[src/rtl/irq_sense_pkg.sv]
package irq_sense_pkg;
  localparam int unsigned NUM_LINES = 4;
  localparam int unsigned CFG_W     = 32;
  // field LSBs, one bit per line
  localparam int unsigned EN_LSB    = 0;
  localparam int unsigned ACK_LSB   = 4;
  localparam int unsigned POL_LSB   = 8;
  localparam int unsigned ANY_LSB   = 12;
  localparam int unsigned LVL_LSB   = 16;
  localparam int unsigned USED_MSB  = LVL_LSB + NUM_LINES - 1;

  typedef struct packed {
    logic en;
    logic pol;
    logic any_edge;
    logic lvl_mode;
  } line_cfg_t;

  localparam line_cfg_t LINE_CFG_RST = '{en: 1'b0, pol: 1'b0, any_edge: 1'b0, lvl_mode: 1'b1};
endpackage

[src/rtl/irq_cfg_regs.sv]
module irq_cfg_regs
  import irq_sense_pkg::*;
#(
  parameter int unsigned N = NUM_LINES,
  parameter int unsigned W = CFG_W
) (
  input  logic             clk_i,
  input  logic             rst_ni,
  input  logic             we_i,
  input  logic [W-1:0]     wdata_i,
  output logic [W-1:0]     rdata_o,
  output line_cfg_t [N-1:0] cfg_o,
  output logic [N-1:0]     ack_o
);
  line_cfg_t [N-1:0] cfg_q;

  logic unused_wdata;
  assign unused_wdata = ^wdata_i[W-1:USED_MSB+1];

  for (genvar n = 0; n < N; n++) begin : g_line
    always_ff @(posedge clk_i or negedge rst_ni) begin
      if (!rst_ni) begin
        cfg_q[n] <= LINE_CFG_RST;
      end else if (we_i) begin
        cfg_q[n].en       <= wdata_i[EN_LSB+n];
        cfg_q[n].pol      <= wdata_i[POL_LSB+n];
        cfg_q[n].any_edge <= wdata_i[ANY_LSB+n];
        cfg_q[n].lvl_mode <= wdata_i[LVL_LSB+n];
      end
    end
    // acknowledge is a strobe, never stored
    assign ack_o[n] = we_i & wdata_i[ACK_LSB+n];
  end

  always_comb begin
    rdata_o = '0;
    for (int n = 0; n < N; n++) begin
      rdata_o[EN_LSB+n]  = cfg_q[n].en;
      rdata_o[POL_LSB+n] = cfg_q[n].pol;
      rdata_o[ANY_LSB+n] = cfg_q[n].any_edge;
      rdata_o[LVL_LSB+n] = cfg_q[n].lvl_mode;
    end
  end

  assign cfg_o = cfg_q;

  p_ack_reads_zero_r2: assert property (@(posedge clk_i) disable iff (!rst_ni)
    rdata_o[ACK_LSB+N-1:ACK_LSB] == '0);
endmodule

[src/rtl/irq_line_sense.sv]
module irq_line_sense #(
  parameter int unsigned SYNC_STAGES = 2
) (
  input  logic clk_i,
  input  logic rst_ni,
  input  logic pin_i,
  input  logic pol_i,
  input  logic any_edge_i,
  input  logic lvl_mode_i,
  input  logic ack_i,
  output logic status_o
);
  logic [SYNC_STAGES-1:0] sync_q;
  logic smp, prev_q, rise, fall, edge_hit, latch_q;

  always_ff @(posedge clk_i or negedge rst_ni) begin
    if (!rst_ni) begin
      sync_q <= '0;
      prev_q <= 1'b0;
    end else begin
      sync_q <= {sync_q[SYNC_STAGES-2:0], pin_i};
      prev_q <= smp;
    end
  end

  assign smp  = sync_q[SYNC_STAGES-1];
  assign rise = smp & ~prev_q;
  assign fall = ~smp & prev_q;
  assign edge_hit = any_edge_i ? (rise | fall) : (pol_i ? rise : fall);

  // new edge wins over a concurrent acknowledge
  always_ff @(posedge clk_i or negedge rst_ni) begin
    if (!rst_ni)          latch_q <= 1'b0;
    else if (lvl_mode_i)  latch_q <= 1'b0;
    else if (edge_hit)    latch_q <= 1'b1;
    else if (ack_i)       latch_q <= 1'b0;
  end

  assign status_o = lvl_mode_i ? (smp == pol_i) : latch_q;

  p_latch_holds_r5: assert property (@(posedge clk_i) disable iff (!rst_ni)
    (!lvl_mode_i && latch_q && !ack_i) |=> latch_q);
  p_edge_beats_ack_r8: assert property (@(posedge clk_i) disable iff (!rst_ni)
    (!lvl_mode_i && edge_hit) |=> latch_q);
  p_level_no_latch_r4: assert property (@(posedge clk_i) disable iff (!rst_ni)
    lvl_mode_i |=> !latch_q);
endmodule

[src/rtl/ext_irq_sense_ctrl.sv]
module ext_irq_sense_ctrl
  import irq_sense_pkg::*;
#(
  parameter int unsigned N           = NUM_LINES,
  parameter int unsigned W           = CFG_W,
  parameter int unsigned SYNC_STAGES = 2
) (
  input  logic         clk_i,
  input  logic         rst_ni,
  input  logic [N-1:0] pin_i,
  input  logic         reg_we_i,
  input  logic [W-1:0] reg_wdata_i,
  output logic [W-1:0] reg_rdata_o,
  output logic [N-1:0] irq_o
);
  line_cfg_t [N-1:0] cfg;
  logic [N-1:0] ack, status, en;

  irq_cfg_regs #(.N(N), .W(W)) u_cfg (
    .clk_i   (clk_i),
    .rst_ni  (rst_ni),
    .we_i    (reg_we_i),
    .wdata_i (reg_wdata_i),
    .rdata_o (reg_rdata_o),
    .cfg_o   (cfg),
    .ack_o   (ack)
  );

  for (genvar n = 0; n < N; n++) begin : g_line
    irq_line_sense #(.SYNC_STAGES(SYNC_STAGES)) u_line (
      .clk_i      (clk_i),
      .rst_ni     (rst_ni),
      .pin_i      (pin_i[n]),
      .pol_i      (cfg[n].pol),
      .any_edge_i (cfg[n].any_edge),
      .lvl_mode_i (cfg[n].lvl_mode),
      .ack_i      (ack[n]),
      .status_o   (status[n])
    );
    assign en[n] = cfg[n].en;
  end

  assign irq_o = status & en;

  p_disabled_quiet_r3: assert property (@(posedge clk_i) disable iff (!rst_ni)
    (irq_o & ~reg_rdata_o[EN_LSB+N-1:EN_LSB]) == '0);
endmodule

[config.mk]
export PLATFORM = sky130hd
export DESIGN_NAME = ext_irq_sense_ctrl
export DESIGN_NICKNAME = d
export VERILOG_FILES = /design/src/rtl/irq_sense_pkg.sv /design/src/rtl/irq_cfg_regs.sv /design/src/rtl/irq_line_sense.sv /design/src/rtl/ext_irq_sense_ctrl.sv
export SDC_FILE = /design/constraint.sdc
export NUM_CORES = 1
export LEC_CHECK = 0
export ABC_AREA = 1
export BUFFER_PORTS_ARGS = -buffer_cell sky130_fd_sc_hd__buf_2
export CAP_MARGIN = 10
export CORE_MARGIN = 4
export CORE_UTILIZATION = 31
export CTS_BUF_LIST = sky130_fd_sc_hd__clkbuf_2 sky130_fd_sc_hd__clkbuf_4 sky130_fd_sc_hd__clkbuf_8
export DETAILED_ROUTE_END_ITERATION = 16
export GPL_TIMING_DRIVEN = 0
export SYNTH_ARGS = -nofsm -noshare
export SYNTH_HDL_FRONTEND = slang
export SYNTH_SLANG_ARGS = --single-unit
export TNS_END_PERCENT = 10
[constraint.sdc]
create_clock -name clk_i -period 2.2 [get_ports clk_i]
set_clock_uncertainty 0.2 [all_clocks]
set_input_delay 0.11 -clock clk_i [delete_from_list [all_inputs] [get_ports clk_i]]
set_output_delay 0.11 -clock clk_i [all_outputs]
set_load 0.005 [all_outputs]
After elaboration in Yosys (flattened, before gate mapping):

Cells that the tools add are included.
Widths: inputs -> output; s select.

* output and inout port bits: 36
* bits of input ports: 39
* logic and storage cells: 85
* register bits after elaboration: 32

* bitwise gates (word level): 25
* mux-type cells: 24
* reductions and logical operators: 4
* equality and inequality tests: 4

Operators with widths (count)
* $mux 1: 24
* $and 1x1->1: 12
* $reduce_bool 3->1: 4
* $not 1->1: 8
* $and 4x4->4: 1
* $eq 1x1->1: 4
* $or 1x1->1: 4

Depth between registers and ports, before layout:

Gate-level depths: netlist of run 1.

* depth after elaboration: 6
* depth in mapped cells: 7
* mapped depth without buffers: 7

By module:

From an unflattened synthesis of run 1, not the netlist that was laid out.

* cell total of the unflattened synthesis: 221
* area total of the unflattened synthesis: 1776.7 um2

By module, submodules not included
* irq_cfg_regs: cells an instance 109, seq. area each 405.4 um2, instances 1, area an instance 880.8 um2
* irq_line_sense: cells an instance 26, seq. area each 100.1 um2, instances 4, area an instance 216.5 um2
* ext_irq_sense_ctrl: cells an instance 8, seq. area each 0.0 um2, instances 1, area an instance 30.0 um2

Least setup slack after synthesis of run 1:

No wires, ideal clock.

* kind: reg-to-reg
* start point: register g_line[0].u_line.sync_q[1]
* end point: register g_line[0].u_line.latch_q
* clock period less this slack: 1.183 ns
* library setup time: 0.077 ns
* cell stages (with the launch flop): 7
* data arrival time: 0.905 ns
* buffers on the path: 0
* setup slack: 1.017 ns
* data required time: 1.923 ns
* cell sequence: dfrtp_1 ha_1 inv_1 nand2_1 nand2_1 inv_1 a21oi_1

* word-level cells in the longest chain between the ends: 6
* elaborated cells between the ends (all ways): 9
* those cells by class: mux: 4; bitwise: 4; reduce/logical: 1

RTL lines
* start: declaration: RTL line irq_line_sense.sv:13 `logic [SYNC_STAGES-1:0] sync_q;`
* start signal: assignment: RTL line irq_line_sense.sv:21 `sync_q <= {sync_q[SYNC_STAGES-2:0], pin_i};`
* $not 1->1: RTL line irq_line_sense.sv:28 `assign fall = ~smp & prev_q;`
* $and 1x1->1: RTL line irq_line_sense.sv:28
* $mux 1 / $or 1x1->1 (equally long branches): RTL line irq_line_sense.sv:29 `assign edge_hit = any_edge_i ? (rise | fall) : (pol_i ? rise : fall);`
* $mux 1 *: RTL line irq_line_sense.sv:29
* $mux 1: RTL line irq_line_sense.sv:35 `else if (edge_hit) latch_q <= 1'b1;`
* $mux 1: RTL line irq_line_sense.sv:34 `else if (lvl_mode_i) latch_q <= 1'b0;`
* end signal: assignment: RTL line irq_line_sense.sv:34
* end signal: assignment: RTL line irq_line_sense.sv:35
* end signal: assignment: RTL line irq_line_sense.sv:36 `else if (ack_i) latch_q <= 1'b0;`
* end: declaration: RTL line irq_line_sense.sv:14 `logic smp, prev_q, rise, fall, edge_hit, latch_q;`

Mark *: on every way between the ends. The rest lies on a longest branch, timed or not.
A chain may end at the register's enable or synchronous reset.

Final worst setup path of run 1:

* start point: register u_cfg.cfg_q, in the netlist u_cfg.cfg_o[0]
* end point: output irq_o[0]

* word-level cells in the longest chain between the ends: 2

RTL lines
* start: declaration: RTL line irq_cfg_regs.sv:15 `line_cfg_t [N-1:0] cfg_q;`
* $mux 1: RTL line irq_line_sense.sv:39 `assign status_o = lvl_mode_i ? (smp == pol_i) : latch_q;`
* $and 4x4->4: RTL line ext_irq_sense_ctrl.sv:43 `assign irq_o = status & en;`
* end: declaration: RTL line ext_irq_sense_ctrl.sv:14 `output logic [N-1:0] irq_o`

No other way between the ends.

==> run metrics, run 1 <==
outcome=completed; data arrival time at the worst-slack endpoint=1.19 ns; Worst Reg-to-Reg Cells=6; DP Wirelength=2.53 mm; Layout Cells excl Fill=360; leakage power total=1.38 nW; effective utilization at floorplan=0.323; 1st-iter DRT viols=26; post-route clock period utilization=0.681; Area contributors post-synth=sky130_fd_sc_hd__dfrtp_1, sky130_fd_sc_hd__buf_4, sky130_fd_sc_hd__nand2_1, sky130_fd_sc_hd__inv_1, sky130_fd_sc_hd__dfstp_2; total power=0.00145 W; first-pass iteration count of the detailed router=4; number of top-level pins=75; worst-path cell chain=nor2_1 > nor2_1 > nand2_1 > inv_1 > buf_2; shortest clock period the worst path allows after layout=1.50 ns; peak fanout along the critical path=5; area taken by flip-flops and latches=806 sq um; total gr overflow=0; CTS HTree Levels=2; number of global-route vias before repair=1,399; average wire length per cell after detail routing=9.78 um; post-CTS clock slew at the launch and capture registers of the worst setup and hold paths=0.06 ns; Slowest-stage cell, CP=sky130_fd_sc_hd__dfstp_2; worst path setup slack after routing=0.703 ns; placed cell count=327; hold violation total from the final report=0; type of the worst setup path=flip-flop to output pin; Vias per Instance=3.92; peak per-stage delay on the critical path=0.57 ns; die boundary height=81.5 um; placer congestion estimate=0.702; Max-Slew Margin vs Limit=0.519; maximum vdd drop=0.340 mV; cell taking the most area after synthesis=sky130_fd_sc_hd__dfrtp_1; most common cell in the netlist=sky130_fd_sc_hd__nand2_1; clock sink count=32; Syn Std Cell Area=1670 sq um; wirelength, routed=3.52 mm; Worst setup SP type=flip-flop; Required @ worst endpoint=1.89 ns; overall global routing resource usage=0.116; Max Transition Viols Final=0; die area=6640 sq um; sequential element share of the synthesized area=0.482; total CTS buffers=5; Filler cells=518; fraction of registers with async set or reset after synthesis=1.00; Total Negative Setup Slacks=0 ns; Buf/Inv on CP=2; placement-stage worst setup slack=0.921 ns; combined area of the multi-input logic cells=536 sq um; area delta synth->final=43.2%; count of yosys warnings during synthesis=0; Seq cells post-synth=32; Antenna Cells=0; post-synth top area share=0.419; Worst Hold Path Cells=6; number of antenna violations at the first check in global routing=0; CTS tree=yes; Avg Cell Area, Syn=8.53 sq um; post-CTS setup repair buffer count=0; number of different library cells in the post-synthesis netlist=15; die outline width=81.5 um; pwr dens=607 nW/um^2; kind of end point of the critical path=output pin; number of nets at the end of the flow=336; count of unresolved DRC violations after routing=0; post-synthesis cell count=196; DRT antenna net count=0; number of buffers inserted by port buffering=46; count of maximum capacitance violations=0; overall via count from detail_route=1,411; share of cells above drive strength 1=0.321; crit-path most repeated cell=sky130_fd_sc_hd__nor2_1; worst min path class=input pin to flip-flop; Top Family by Delay on Critical Path=flip-flops; clock root buffer=sky130_fd_sc_hd__clkbuf_8; ys flop type=sky130_fd_sc_hd__dfrtp_1; setup repair after global routing missed its margin=no; list of most frequent post-synthesis cells=sky130_fd_sc_hd__nand2_1, sky130_fd_sc_hd__inv_1, sky130_fd_sc_hd__buf_4, sky130_fd_sc_hd__dfrtp_1, sky130_fd_sc_hd__o21ai_0; pin count of the biggest net entering global routing=33; count of flip-flops with a built-in enable after synthesis=0; worst-margin pin slew=0.722 ns; Final Util=0.463; final setup fails=0; Floorplan Core Area=5170 sq um; worst-skew pair later-pin latency=0.27 ns; logic depth of the worst setup path including buffers=5; fmax=0.668 GHz; number of rows created at floorplan=26; first-pass GRT wire length=5.89 mm; number of buffers on the longest clock path=2
-- layout by cell type, fill, tap and decap left out --
cell / instances
sky130_fd_sc_hd__nand2_1: 48
sky130_fd_sc_hd__buf_2: 47
sky130_fd_sc_hd__inv_1: 40
sky130_fd_sc_hd__buf_4: 28
sky130_fd_sc_hd__dfrtp_1: 28
sky130_fd_sc_hd__dlygate4sd3_1: 25
sky130_fd_sc_hd__conb_1: 16
sky130_fd_sc_hd__o21ai_0: 11
sky130_fd_sc_hd__nand3_1: 8
sky130_fd_sc_hd__nor2_1: 8
sky130_fd_sc_hd__ha_1: 8
sky130_fd_sc_hd__clkbuf_8: 6
sky130_fd_sc_hd__mux2_2: 4
sky130_fd_sc_hd__a21oi_1: 4
sky130_fd_sc_hd__dfstp_2: 4
sky130_fd_sc_hd__buf_6: 2
sky130_fd_sc_hd__clkbuf_4: 2
sky130_fd_sc_hd__o21ai_1: 1
-- metrics by stage --
stage	hold slack (ns)	cell area, sq um
after detailed placement	0.0132	2050
after floorplan	-0.386	1730
after global routing	0.0954	2390
final	0.0609	2390
after global placement	0.00877	2050
after CTS	0.0656	2390
-- layer usage --
metal	track usage	up-vias	part of all wire
met1	0.135	634	0.43
li1	-	723	-
met3	0.0351	8	0.078
met2	0.199	46	0.47
met5	0	-	0
met4	0.0473	0	0.021
-- where the power goes --
| part | total, W | internal [W] | switching (W) |
|---|---|---|---|
| clock | 0.000481 | 0.000280 | 0.000201 |
| combinational | 0.000291 | 0.000164 | 0.000127 |
| sequential | 0.000682 | 0.000644 | 0.0000375 |
-- area by class of cell --
type                       count  share of cell area
multi-input combinational    108               0.224
sequential                    32               0.336
clock buffer                   8              0.0408
tap                           70              0.0366
buffer                        31              0.0993
inverter                      40              0.0627
timing repair buffer          71               0.201
-- repair_timing --
item,in CTS,in global routing
endpoints found under the hold margin,52,0
hold buffers,25,0
resized for setup,0,0
-- worst paths after layout --
check	startpoint	end	slack (ns)
worst max-delay path	u_cfg.cfg_o[0]	irq_o[0]	0.70
worst min-delay path	reg_we_i	g_line[3].u_line.latch_q	0.06
worst max register to register	g_line[2].u_line.sync_q[1]	g_line[2].u_line.latch_q	0.93
worst min register to register	g_line[3].u_line.sync_q[0]	g_line[3].u_line.sync_q[1]	0.15
max in group asynchronous	rst_ni	g_line[2].u_line.latch_q	1.11
min in group asynchronous	rst_ni	g_line[1].u_line.sync_q[0]	0.23
-- sequential cells by signal, summed over array words and instances, names as in the netlist --
signal and count:
g_line.u_line.prev_q 4, u_cfg.cfg_o 16, g_line.u_line.latch_q 4, g_line.u_line.sync_q 8
-- tightest hold or removal path: stages --
cell and delay (ns):
sky130_fd_sc_hd__buf_2 0.14, sky130_fd_sc_hd__nand2_1 0.06, sky130_fd_sc_hd__nand2_1 0.05, sky130_fd_sc_hd__nand2_1 0.04, sky130_fd_sc_hd__inv_1 0.04, sky130_fd_sc_hd__a21oi_1 0.05
-- cell families (layout without fill, tap and decap cells) --
| group | after synthesis | in the layout | synth area share |
|---|---|---|---|
| fa+ha+maj | 8 | 8 | 0.0598 |
| simple gates | 64 | 64 | 0.150 |
| compound gates | 16 | 16 | 0.0479 |
| buf+inv | 71 | 150 | 0.232 |
| mux | 4 | 4 | 0.0269 |
| other cells | 1 | 16 | 0.00224 |
| flops | 32 | 32 | 0.482 |
No activity file was read; power rests on OpenSTA's default activity.
==> inputs of run 2 (changes only) <==
Settings changed: ABC_AREA 1 to 0.
Clock period 2.2 ns to 1.5 ns, I/O delays scaled along.
==> run metrics, run 2 <==
number of flip-flops under the largest register name=16; pwr dens=962 nW/um^2; critical register-to-register path startpoint=g_line[1].u_line.sync_q[1]; clock root buffer=sky130_fd_sc_hd__clkbuf_8; Area contributors post-synth=sky130_fd_sc_hd__dfrtp_1, sky130_fd_sc_hd__buf_4, sky130_fd_sc_hd__mux2_2, sky130_fd_sc_hd__dfstp_2, sky130_fd_sc_hd__ha_1; logic depth of the worst setup path including buffers=3; number of buffers inserted by port buffering=45; count of flip-flops with a built-in enable after synthesis=0; maximum vdd drop=0.624 mV; worst path setup slack after routing=0.0632 ns; CTS tree=yes; placer congestion estimate=0.745; worst min path class=input pin to flip-flop; die boundary height=79.5 um; hold violation total from the final report=0; Filler cells=451; Required @ worst endpoint=1.22 ns; Max Transition Viols Final=0; number of nets at the end of the flow=274; clock sink count=32; endpoint of the most critical register-to-register path=g_line[1].u_line.latch_q; final setup fails=0; Slowest-stage cell, CP=sky130_fd_sc_hd__dfstp_2; data arrival time at the worst-slack endpoint=1.16 ns; total power=0.00223 W; first-pass iteration count of the detailed router=4; post-synthesis cell count=135; kind of end point of the critical path=output pin; first-pass GRT wire length=5.36 mm; number of rows created at floorplan=25; setup repair after global routing missed its margin=yes; Max-Slew Margin vs Limit=0.524; area delta synth->final=46.3%; Avg Cell Area, Syn=11.7 sq um; post-CTS clock slew at the launch and capture registers of the worst setup and hold paths=0.07 ns; post-synth top area share=0.442; Most Crowded Layer GR=met2; count of maximum capacitance violations=0; worst setup path endpoint=irq_o[3]; post-CTS setup repair buffer count=0; ys flop type=sky130_fd_sc_hd__dfrtp_1; effective utilization at floorplan=0.327; cell taking the most area after synthesis=sky130_fd_sc_hd__dfrtp_1; number of different library cells in the post-synthesis netlist=16; peak fanout along the critical path=5; worst setup path startpoint=u_cfg.cfg_o[12]; Seq cells post-synth=32; overall via count from detail_route=1,172; count of unresolved DRC violations after routing=0; Worst Reg-to-Reg Cells=5; placed cell count=262; count of yosys warnings during synthesis=0; die area=6320 sq um; pin count of the biggest net entering global routing=33; fmax=0.696 GHz; Final Util=0.478; leakage power total=1.18 nW; Syn Std Cell Area=1590 sq um; Layout Cells excl Fill=295; Top Family by Delay on Critical Path=flip-flops; CTS HTree Levels=2; setup slack, reg-to-reg=0.20 ns; Worst setup SP type=flip-flop; Hold WS=0.0586 ns; DRT antenna net count=0; number of top-level pins=75; number of antenna violations at the first check in global routing=0; list of most frequent post-synthesis cells=sky130_fd_sc_hd__buf_4, sky130_fd_sc_hd__dfrtp_1, sky130_fd_sc_hd__mux2_2; sequential element share of the synthesized area=0.508; total gr overflow=0; GR Layer Usage met2=0.177; placement-stage worst setup slack=0.196 ns; shortest clock period the worst path allows after layout=1.44 ns; share of cells above drive strength 1=0.465; overall global routing resource usage=0.110; outcome=completed; worst-skew pair later-pin latency=0.28 ns; total CTS buffers=5; worst-margin pin slew=0.715 ns; fraction of met1 tracks used by global routing=0.133; Vias per Instance=3.97; most used cells in the layout excluding fill and tap cells=sky130_fd_sc_hd__buf_2, sky130_fd_sc_hd__buf_4, sky130_fd_sc_hd__dfrtp_1, sky130_fd_sc_hd__dlygate4sd3_1; die outline width=79.5 um; Buf/Inv on CP=1; post-route clock period utilization=0.958; type of the worst setup path=flip-flop to output pin; worst-path cell chain=nand2_2 > o21ai_2 > buf_2; wirelength, routed=3.18 mm; number of global-route vias before repair=1,181; most common library cell in the layout ignoring fill and taps=sky130_fd_sc_hd__buf_2; fraction of registers with async set or reset after synthesis=1.00; met3 track demand over resource=0.0429; Floorplan Core Area=4850 sq um; peak per-stage delay on the critical path=0.56 ns; Antenna Cells=0; 1st-iter DRT viols=18; number of buffers on the longest clock path=2; DP Wirelength=2.20 mm; average wire length per cell after detail routing=10.8 um
-- run 2: cell count changes in the layout (fill, tap and decap cells not counted), sizes merged, moves of 8 or more --
| cell | before | now |
|---|---|---|
| nand2 | 48 | 8 |
| inv | 40 | 8 |
| o21ai | 12 | 4 |
| nor2 | 8 | 0 |
| mux2 | 4 | 16 |
| nand3 | 8 | 0 |
-- run 2: per-layer routing --
layer | vias to the layer above | wire, um
li1 | 580 | -
met1 | 535 | 1390
met2 | 53 | 1470
met3 | 4 | 295
met4 | 0 | 34
met5 | - | 0
-- run 2: power breakdown --
part	total, W	switching [W]	internal [W]
combinational	0.000400	0.000144	0.000256
clock	0.000814	0.000303	0.000511
sequential	0.00102	0.0000697	0.000948
total	0.00223	0.000517	0.00171
-- run 2: what timing repair did --
action                                 4_1_cts  5_1_grt
hold buffers                                25        0
endpoints found under the hold margin       52        0
pin swaps                                    0        1
gates resized for setup                      1        5
cloned                                       0        0
setup endpoints to repair                    1        3
-- run 2: worst min-delay path by stage --
stage                     startpoint                    endpoint  slack [ns]  depth (start not counted)
after floorplan               rst_ni    g_line[0].u_line.latch_q       -0.42                          0
after CTS                   reg_we_i              u_cfg.cfg_o[7]        0.05                          2
after global placement        rst_ni    g_line[1].u_line.latch_q       -0.03                          1
after detailed placement      rst_ni  g_line[1].u_line.sync_q[0]       -0.03                          1
final                       reg_we_i              u_cfg.cfg_o[6]        0.06                          2
after global routing        reg_we_i              u_cfg.cfg_o[7]        0.05                          2
-- run 2: logic make-up (layout without fill, tap and decap cells) --
kind of cell	after synthesis	count (layout)	synth area share
AND/OR/NAND/NOR	20	20	0.0695
multiplexers	20	20	0.139
XOR/XNOR	4	4	0.0221
flip-flops	32	32	0.508
other	1	16	0.00237
adder cells (fa/ha/maj)	8	8	0.0631
AO/OA/AOI/OAI	12	12	0.0379
buffers and inverters	38	116	0.158
-- run 2: area by class of cell --
cell class | instances | area (sq um) | area share
clock buffer | 6 | 76.3 | 0.0329
multi-input combinational | 80 | 592 | 0.255
clock inverter | 2 | 35.0 | 0.0151
buffer | 30 | 220 | 0.0949
sequential | 32 | 807 | 0.348
inverter | 8 | 30.0 | 0.0129
tap | 67 | 83.8 | 0.0361
timing repair buffer | 70 | 475 | 0.205
-- run 2: metrics by stage --
step	area, sq um	setup TNS [ns]
2_1_floorplan	1640	0
3_3_place_gp	1950	0
3_5_place_dp	1950	0
4_1_cts	2310	0
5_1_grt	2320	-0.0157
6_report	2320	0
